===== config.mk =====
export PLATFORM = sky130hd
export DESIGN_NAME = page_tally
export DESIGN_NICKNAME = d
export VERILOG_FILES = /design/src/rtl/page_tally_pkg.sv /design/src/rtl/page_match.sv /design/src/rtl/slot_alloc.sv /design/src/rtl/count_slot.sv /design/src/rtl/page_tally.sv
export SDC_FILE = /design/constraint.sdc
export NUM_CORES = 1
export LEC_CHECK = 0
export BUFFER_PORTS_ARGS = -buffer_cell sky130_fd_sc_hd__buf_2
export CORE_MARGIN = 4
export CORE_UTILIZATION = 40
export CTS_CLUSTER_DIAMETER = 100
export DETAILED_ROUTE_END_ITERATION = 10
export PLACE_DENSITY = 0.65
export SETUP_SLACK_MARGIN = 0.15
export SLEW_MARGIN = 20
export SYNTH_ARGS = -nofsm -noshare
export SYNTH_HDL_FRONTEND = slang
export SYNTH_SLANG_ARGS = --single-unit

===== constraint.sdc =====
create_clock -name clk -period 3.19 [get_ports clk]
set_input_delay 0.638 -clock clk [delete_from_list [all_inputs] [get_ports clk]]
set_output_delay 0.638 -clock clk [all_outputs]
set_load 0.01 [all_outputs]

===== src/rtl/page_tally_pkg.sv =====
package page_tally_pkg;

  localparam int PT_ENTRIES = 4;
  localparam int PT_PAGE_W  = 8;
  localparam int PT_LINES   = 16;

  // Bits needed to hold any count from 0 to lines inclusive.
  function automatic int cnt_width(input int lines);
    return (lines < 1) ? 1 : $clog2(lines + 1);
  endfunction

endpackage


===== src/rtl/page_match.sv =====
module page_match #(
  parameter int ENTRIES = 4,
  parameter int PAGE_W  = 8
) (
  input  logic [ENTRIES-1:0]        valid_i,
  input  logic [ENTRIES*PAGE_W-1:0] tab_i,
  input  logic [PAGE_W-1:0]         key_i,
  output logic [ENTRIES-1:0]        hit_o
);

  for (genvar g = 0; g < ENTRIES; g++) begin : g_cmp
    assign hit_o[g] = valid_i[g] && (tab_i[g*PAGE_W +: PAGE_W] == key_i);
  end

endmodule


===== src/rtl/slot_alloc.sv =====
module slot_alloc #(
  parameter int ENTRIES = 4
) (
  input  logic [ENTRIES-1:0] valid_i,
  output logic [ENTRIES-1:0] grant_o
);

  logic taken;

  always_comb begin
    grant_o = '0;
    taken   = 1'b0;
    for (int i = 0; i < ENTRIES; i++) begin
      if (!valid_i[i] && !taken) begin
        grant_o[i] = 1'b1;
        taken      = 1'b1;
      end
    end
  end

endmodule


===== src/rtl/count_slot.sv =====
module count_slot #(
  parameter int PAGE_W = 8,
  parameter int CW     = 5
) (
  input  logic              clk,
  input  logic              rst_n,
  input  logic              alloc_i,
  input  logic              inc_i,
  input  logic              dec_i,
  input  logic [PAGE_W-1:0] page_i,
  output logic              valid_o,
  output logic [PAGE_W-1:0] page_o,
  output logic [CW-1:0]     cnt_o,
  output logic              last_o
);

  logic              valid_q, valid_d;
  logic [PAGE_W-1:0] page_q, page_d;
  logic [CW-1:0]     cnt_q, cnt_d;
  logic              en;

  // Final block of the page leaves, with no fill of the same page to offset it.
  assign last_o = dec_i && !inc_i && (cnt_q == CW'(1));
  assign en     = alloc_i || (inc_i ^ dec_i);

  always_comb begin
    valid_d = valid_q;
    page_d  = page_q;
    cnt_d   = cnt_q;
    if (alloc_i) begin
      valid_d = 1'b1;
      page_d  = page_i;
      cnt_d   = CW'(1);
    end else if (inc_i && !dec_i) begin
      cnt_d = cnt_q + CW'(1);
    end else if (dec_i && !inc_i) begin
      cnt_d = cnt_q - CW'(1);
      if (cnt_q == CW'(1)) valid_d = 1'b0;
    end
  end

  always_ff @(posedge clk or negedge rst_n) begin
    if (!rst_n) begin
      valid_q <= 1'b0;
      page_q  <= '0;
      cnt_q   <= '0;
    end else if (en) begin
      valid_q <= valid_d;
      page_q  <= page_d;
      cnt_q   <= cnt_d;
    end
  end

  assign valid_o = valid_q;
  assign page_o  = page_q;
  assign cnt_o   = cnt_q;

endmodule


===== src/rtl/page_tally.sv =====
module page_tally
  import page_tally_pkg::*;
#(
  parameter int ENTRIES = PT_ENTRIES,
  parameter int PAGE_W  = PT_PAGE_W,
  parameter int LINES   = PT_LINES
) (
  input  logic              clk,
  input  logic              rst_n,
  input  logic              fill_vld_i,
  input  logic [PAGE_W-1:0] fill_page_i,
  input  logic              drop_vld_i,
  input  logic [PAGE_W-1:0] drop_page_i,
  output logic              stall_o,
  output logic              eject_o
);

  localparam int CW = cnt_width(LINES);

  logic [ENTRIES-1:0]        valid_q, fill_hit, drop_hit, free_pick;
  logic [ENTRIES-1:0]        alloc_v, inc_v, dec_v, last_v;
  logic [ENTRIES*PAGE_W-1:0] page_flat;
  logic [ENTRIES*CW-1:0]     cnt_flat;
  logic                      fill_known, table_full, alloc_ok;

  page_match #(.ENTRIES(ENTRIES), .PAGE_W(PAGE_W)) u_fill_match (
    .valid_i(valid_q), .tab_i(page_flat), .key_i(fill_page_i), .hit_o(fill_hit)
  );

  page_match #(.ENTRIES(ENTRIES), .PAGE_W(PAGE_W)) u_drop_match (
    .valid_i(valid_q), .tab_i(page_flat), .key_i(drop_page_i), .hit_o(drop_hit)
  );

  slot_alloc #(.ENTRIES(ENTRIES)) u_alloc (
    .valid_i(valid_q), .grant_o(free_pick)
  );

  always_comb begin
    fill_known = |fill_hit;
    table_full = &valid_q;
    alloc_ok   = fill_vld_i && !fill_known && !table_full;
    stall_o    = fill_vld_i && !fill_known && table_full;
    alloc_v    = {ENTRIES{alloc_ok}} & free_pick;
    inc_v      = {ENTRIES{fill_vld_i}} & fill_hit;
    dec_v      = {ENTRIES{drop_vld_i}} & drop_hit;
    eject_o    = |last_v;
  end

  for (genvar g = 0; g < ENTRIES; g++) begin : g_slot
    count_slot #(.PAGE_W(PAGE_W), .CW(CW)) u_slot (
      .clk     (clk),
      .rst_n   (rst_n),
      .alloc_i (alloc_v[g]),
      .inc_i   (inc_v[g]),
      .dec_i   (dec_v[g]),
      .page_i  (fill_page_i),
      .valid_o (valid_q[g]),
      .page_o  (page_flat[g*PAGE_W +: PAGE_W]),
      .cnt_o   (cnt_flat[g*CW +: CW]),
      .last_o  (last_v[g])
    );
  end

endmodule


Word level (Yosys, flattened, before mapping)

Index checks and enable logic that the tools add are counted.

Register bits after elaboration: 56
Bits of input ports: 20
Output and inout port bits: 2
Word-level logic and storage cells: 149

Add/subtract/negate cells: 8
Eq/ne operators: 16
Muxes and demuxes: 34
Bitwise logic cells: 7
Reduce and logical (&&, ||, !) cells: 72

Operators by type and width:

| kind                | number |
|---|---|
| $eq 8x8->1          | 8 |
| $mux 5              | 12 |
| $logic_and 1x1->1   | 26 |
| $mux 1              | 22 |
| $add 5x1->5 const B | 4 |
| $eq 5x1->1 const B  | 4 |
| $reduce_and 4->1    | 5 |
| $sub 5x1->5 const B | 4 |
| $reduce_and 2->1    | 8 |
| $reduce_bool 2->1   | 8 |
| $logic_not 1->1     | 15 |
| $and 4x4->4         | 3 |
| $reduce_bool 3->1   | 4 |
| $ne 2x2->1 const B  | 4 |
| $reduce_or 4->1     | 2 |
| $logic_or 1x1->1    | 4 |
| $xor 1x1->1         | 4 |

Longest topological paths before layout

Word-level depth: 12
Gate-level depth with buffers: 12
Mapped depth without buffers: 10

Modules after synthesis

A second synthesis with hierarchy kept.

Cells, all modules: 400
Area total of the unflattened synthesis: 4130.2 um^2

By module, submodules not included:

| module     | times used | cells an instance | area an instance (um^2) | sequential area each (um^2) |
|---|---|---|---|---|
| count_slot | 4          | 67                | 762.0                   | 350.3 |
| page_match | 2          | 56                | 464.2                   | 0.0 |
| page_tally | 1          | 16                | 123.9                   | 0.0 |
| slot_alloc | 1          | 4                 | 30.0                    | 0.0 |

Least setup slack after synthesis

OpenSTA, ideal clock, no wires.

Kind: input-to-reg
From: in drop_page_i[2]
To: reg g_slot[1].u_slot.cnt_q[3]
Library setup time: 0.119 ns
Arrival time: 2.637 ns
Data required time: 3.071 ns
Path slack: 0.434 ns
Stages: 11
Path buffers: 2
Path through: clkbuf_1 xnor2_1 nand4_1 nor4_1 nand4_1 ha_1 clkbuf_1 or4_1 a21oi_1 xor2_1 and2_1

Word-level cells in the longest chain between the ends: 7
Elaborated cells on any way between the ends: 12
Classes of those cells: eq/ne: 1; mux: 2; bitwise: 2; reduce/logical: 7

Ends and longest elaborated chain:

| what                                                  | RTL line         | source |
|---|---|---|
| from (decl)                                           | page_tally.sv:13 | `input logic [PAGE_W-1:0] drop_page_i,` |
| $eq 8x8->1 *                                          | page_match.sv:12 | `assign hit_o[g] = valid_i[g] && (tab_i[g*PAGE_W +: PAGE_W] == key_i);` |
| $logic_and 1x1->1 *                                   | page_match.sv:12 |  |
| $and 4x4->4 *                                         | page_tally.sv:45 | `dec_v = {ENTRIES{drop_vld_i}} & drop_hit;` |
| $logic_not 1->1                                       | count_slot.sv:34 | `end else if (inc_i && !dec_i) begin` |
| $logic_and 1x1->1                                     | count_slot.sv:34 |  |
| $reduce_bool 3->1 (no line) or $mux 5 (tied branches) | n/a              |  |
| $reduce_and 2->1 (no line) or $mux 5 (tied branches)  | n/a              |  |
| to (signal assigned)                                  | count_slot.sv:50 | `cnt_q <= cnt_d;` |
| to (decl)                                             | count_slot.sv:19 | `logic [CW-1:0] cnt_q, cnt_d;` |

Mark *: on every way between the ends. The rest lies on a longest branch, timed or not.
A chain may end at the register's enable or synchronous reset.

Worst setup path after layout

From: in fill_page_i[7]
To: out eject_o

Word-level cells in the longest chain between the ends: 7
Elaborated cells on any way between the ends: 22
Classes of those cells: eq/ne: 4; bitwise: 1; reduce/logical: 17

Ends and longest elaborated chain:

| what                            | RTL line         | source |
|---|---|---|
| from (decl)                     | page_tally.sv:11 | `input logic [PAGE_W-1:0] fill_page_i,` |
| $eq 8x8->1                      | page_match.sv:12 |  |
| $logic_and 1x1->1               | page_match.sv:12 |  |
| $and 4x4->4 *                   | page_tally.sv:44 | `inc_v = {ENTRIES{fill_vld_i}} & fill_hit;` |
| $logic_not 1->1                 | count_slot.sv:23 | `assign last_o = dec_i && !inc_i && (cnt_q == CW'(1));` |
| $logic_and 1x1->1 (2 in series) | count_slot.sv:23 |  |
| $reduce_or 4->1 *               | page_tally.sv:46 | `eject_o = \|last_v;` |
| to (decl)                       | page_tally.sv:15 | `output logic eject_o` |

Marks and branches as above.

==> flow_metrics.tcl <==
set metrics [dict create \
    synthSimpleGateAreaFrac 0.1519 \
    firstDrtPassIters 4 \
    setup_tns_ns 0 \
    max_freq_ghz 0.3368 \
    viasPerCell 5.243 \
    ctsRootBufferMaster "clkbuf_8" \
    min_period_ns 2.969 \
    drt_drc_violations_left 0 \
    crit_arrival_ns 2.33 \
    cp-end-kind "output pin" \
    cts_buffer_depth 2 \
    finalWirelength_um 7798 \
    ys_warn_count 0 \
    grt_use_total 0.1510 \
    cts_resized 0 \
    insertion_delay_ns 0.31 \
    initial_utilization 0.4190 \
    postCtsSetupBuffers 0 \
    cp_max_fo 8 \
    status "complete, no violations" \
    port_buffers 21 \
    maxCapViolCount 0 \
    cp.required_ns 2.55 \
    synthFlopType "dfrtp_1" \
    synth-xor-area-share 0.1984 \
    synthMuxAreaShare 0.1161 \
    ys_ff_latch 56 \
    post-route-util 0.4488 \
    cts.sinks 56 \
    wl_per_cell_um 16.45 \
    grt_max_degree 29 \
    postPlaceCellArea_um2 3846 \
    synth.distinct_cells 33 \
    drtIter0Drc 91 \
    dieArea_um2 10870 \
    finalCritPeriodShare 0.9307 \
    synthAdderAreaFrac 0.06750 \
    maxSlewHeadroom 0.5745 \
    place.gp.congestion 0.8792 \
    synth_edf_count 0 \
    h-tree-depth 2 \
    syn_area_um2 3707 \
    p_leak_nw 1.719 \
    hold_class "in2async" \
    cp-start-kind "input pin" \
    die_w_um 104.3 \
    power_density_nw_per_um2 632.7 \
    place_hpwl_um 5851 \
    synth_fp_nets 393 \
    coreArea_um2 8848 \
    tritoncts.num_buffers 5 \
    diodes 0 \
    grt-ovfl-total 0 \
    setup_viol_count_final 0 \
    synth_cells 353 \
    seq_area_frac_synth 0.3780 \
    synth_compound_area_frac 0.03240 \
    async_reset_ff_frac 1.000 \
    chipHeight_um 104.3 \
    fin_area_um2 3971 \
    hold_viol_final 0 \
    final_nets 405 \
    vias 2485 \
    layout-drive-gt1-share 0.1967 \
    crit_type "in2out" \
    avgSynthCellArea_um2 10.50 \
    worst_pin_slew_ns 0.6383 \
    fillCellCount 839 \
    grt_pass1_wl_um 13430 \
    ctsHoldBuffers 0 \
    ant_nets 0 \
    rows 34 \
    tritoncts "done" \
    pin_count 22 \
    drv_slew 0 \
    ir_drop_mv 0.4051 \
    antenna_found_initial 0 \
    rsz0062_at_grt "no" \
    synthToLayoutAreaGrowth_pct 7.121 \
    synth_top_family_by_area "XOR/XNOR gates" \
    clkTransAtPathRegs_ns 0.10 \
    grt_pass1_vias 2668 \
    clock_skew_ns 0.008193 \
]
area by class of cell:
cell class / instances / area (um2) / share of cell area
Multi-Input combinational cell: 259 / 2117 / 0.5331
Sequential cell: 56 / 1401 / 0.3529
Timing Repair Buffer: 27 / 150.1 / 0.03781
Tap cell: 108 / 135.1 / 0.03403
Clock buffer: 6 / 72.57 / 0.01827
Inverter: 16 / 60.06 / 0.01512
Clock inverter: 2 / 35.03 / 0.008822
critical path: stages:
cell	delay (ns)
buf_2	0.26
xnor2_1	0.15
nand3_1	0.09
nor3_1	0.37
nand2_1	0.14
ha_1	0.23
nand4b_1	0.15
nand4_1	0.13
buf_2	0.16
through the flow:
stage / hold WS, ns / instances / total power, mW / setup WS, ns
after floorplan: 0.3424 / 353 / 1.842 / 0.4343
after global placement: 0.5311 / 466 / 2.027 / 0.2897
after detailed placement: 0.5311 / 466 / 2.051 / 0.2762
after CTS: 0.3575 / 474 / 2.523 / 0.2741
after global routing: 0.3720 / 474 / 2.674 / 0.1889
final: 0.3392 / 474 / 2.512 / 0.2211
cells in the final DEF (no fill, tap or decap), types with 2 or more instances in the layout:
cell type,n
inv_1,16
xnor2_1,62
clkbuf_8,5
dfrtp_1,56
mux2_2,23
o21ai_0,2
o31ai_1,4
buf_4,6
mux2_4,8
buf_2,21
nor4_2,3
nand4b_1,4
mux2i_1,4
nand2_1,16
nand4_1,21
nand3_1,4
xor2_1,22
nor4_1,3
nor2_1,18
and2_1,8
ha_1,20
nand3b_1,4
nor3_1,4
o21bai_1,4
or4_1,4
a21oi_1,10
nand2b_1,5
cells by family after synthesis:
family                     after synthesis
and+or+nand+nor                         99
buffers and inverters                   38
muxes                                   36
AOI/OAI and AO/OA                       20
adders and majority gates               20
DFF                                     56
xor gates and xnor gates                84
metal layers:
metal / track usage / wire, um / part of all wire / up-vias
li1: - / - / - / 1212
met1: 0.2009 / 3686 / 0.47 / 1205
met2: 0.2505 / 3695 / 0.47 / 52
met3: 0.02421 / 240 / 0.031 / 16
met4: 0.04843 / 177 / 0.023 / 0
met5: 0 / 0 / 0 / -
synth_stat cells, types with 5 or more instances:
library cell / number / area (um2)
nand4_1: 21 / 131.4
dfrtp_1: 56 / 1401
xnor2_1: 62 / 543.0
clkbuf_1: 8 / 30.03
a21oi_1: 10 / 50.05
inv_1: 16 / 60.06
and2_1: 8 / 50.05
nor3_1: 5 / 25.02
nor4_1: 5 / 31.28
nand2_1: 16 / 60.06
buf_6: 5 / 56.30
nand2b_1: 5 / 31.28
mux2_2: 23 / 259.0
xor2_1: 22 / 192.7
mux2_4: 8 / 120.1
ha_1: 20 / 250.2
nor2_1: 18 / 67.56
buf_4: 6 / 45.04
registers in the layout, indices dropped and copies added, names as in the netlist:
signal                 flops
g_slot.u_slot.page_o      32
g_slot.u_slot.cnt_o       20
g_slot.u_slot.valid_o      4
power breakdown:
part	internal, mW	leakage (nW)	switching [mW]	total [mW]
clock	0.234	0.0552	0.233	0.467
combinational	0.518	0.986	0.318	0.836
sequential	0.925	0.679	0.285	1.21
total	1.68	1.72	0.836	2.51
worst paths after layout:
check                                           start                         end  slack (ns)  depth (start not counted)
min reg2reg                 g_slot[0].u_slot.cnt_o[4]   g_slot[0].u_slot.cnt_o[4]        0.55                          2
min in group clk            g_slot[0].u_slot.cnt_o[4]   g_slot[0].u_slot.cnt_o[4]        0.55                          2
max reg2reg                g_slot[1].u_slot.page_o[1]   g_slot[1].u_slot.cnt_o[3]        0.69                          9
max                                    fill_page_i[7]                     eject_o        0.22                          9
min                                             rst_n  g_slot[1].u_slot.page_o[5]        0.34                          1
max in group asynchronous                       rst_n  g_slot[2].u_slot.page_o[6]        2.16                          2
No activity file was read; power rests on OpenSTA's default activity.
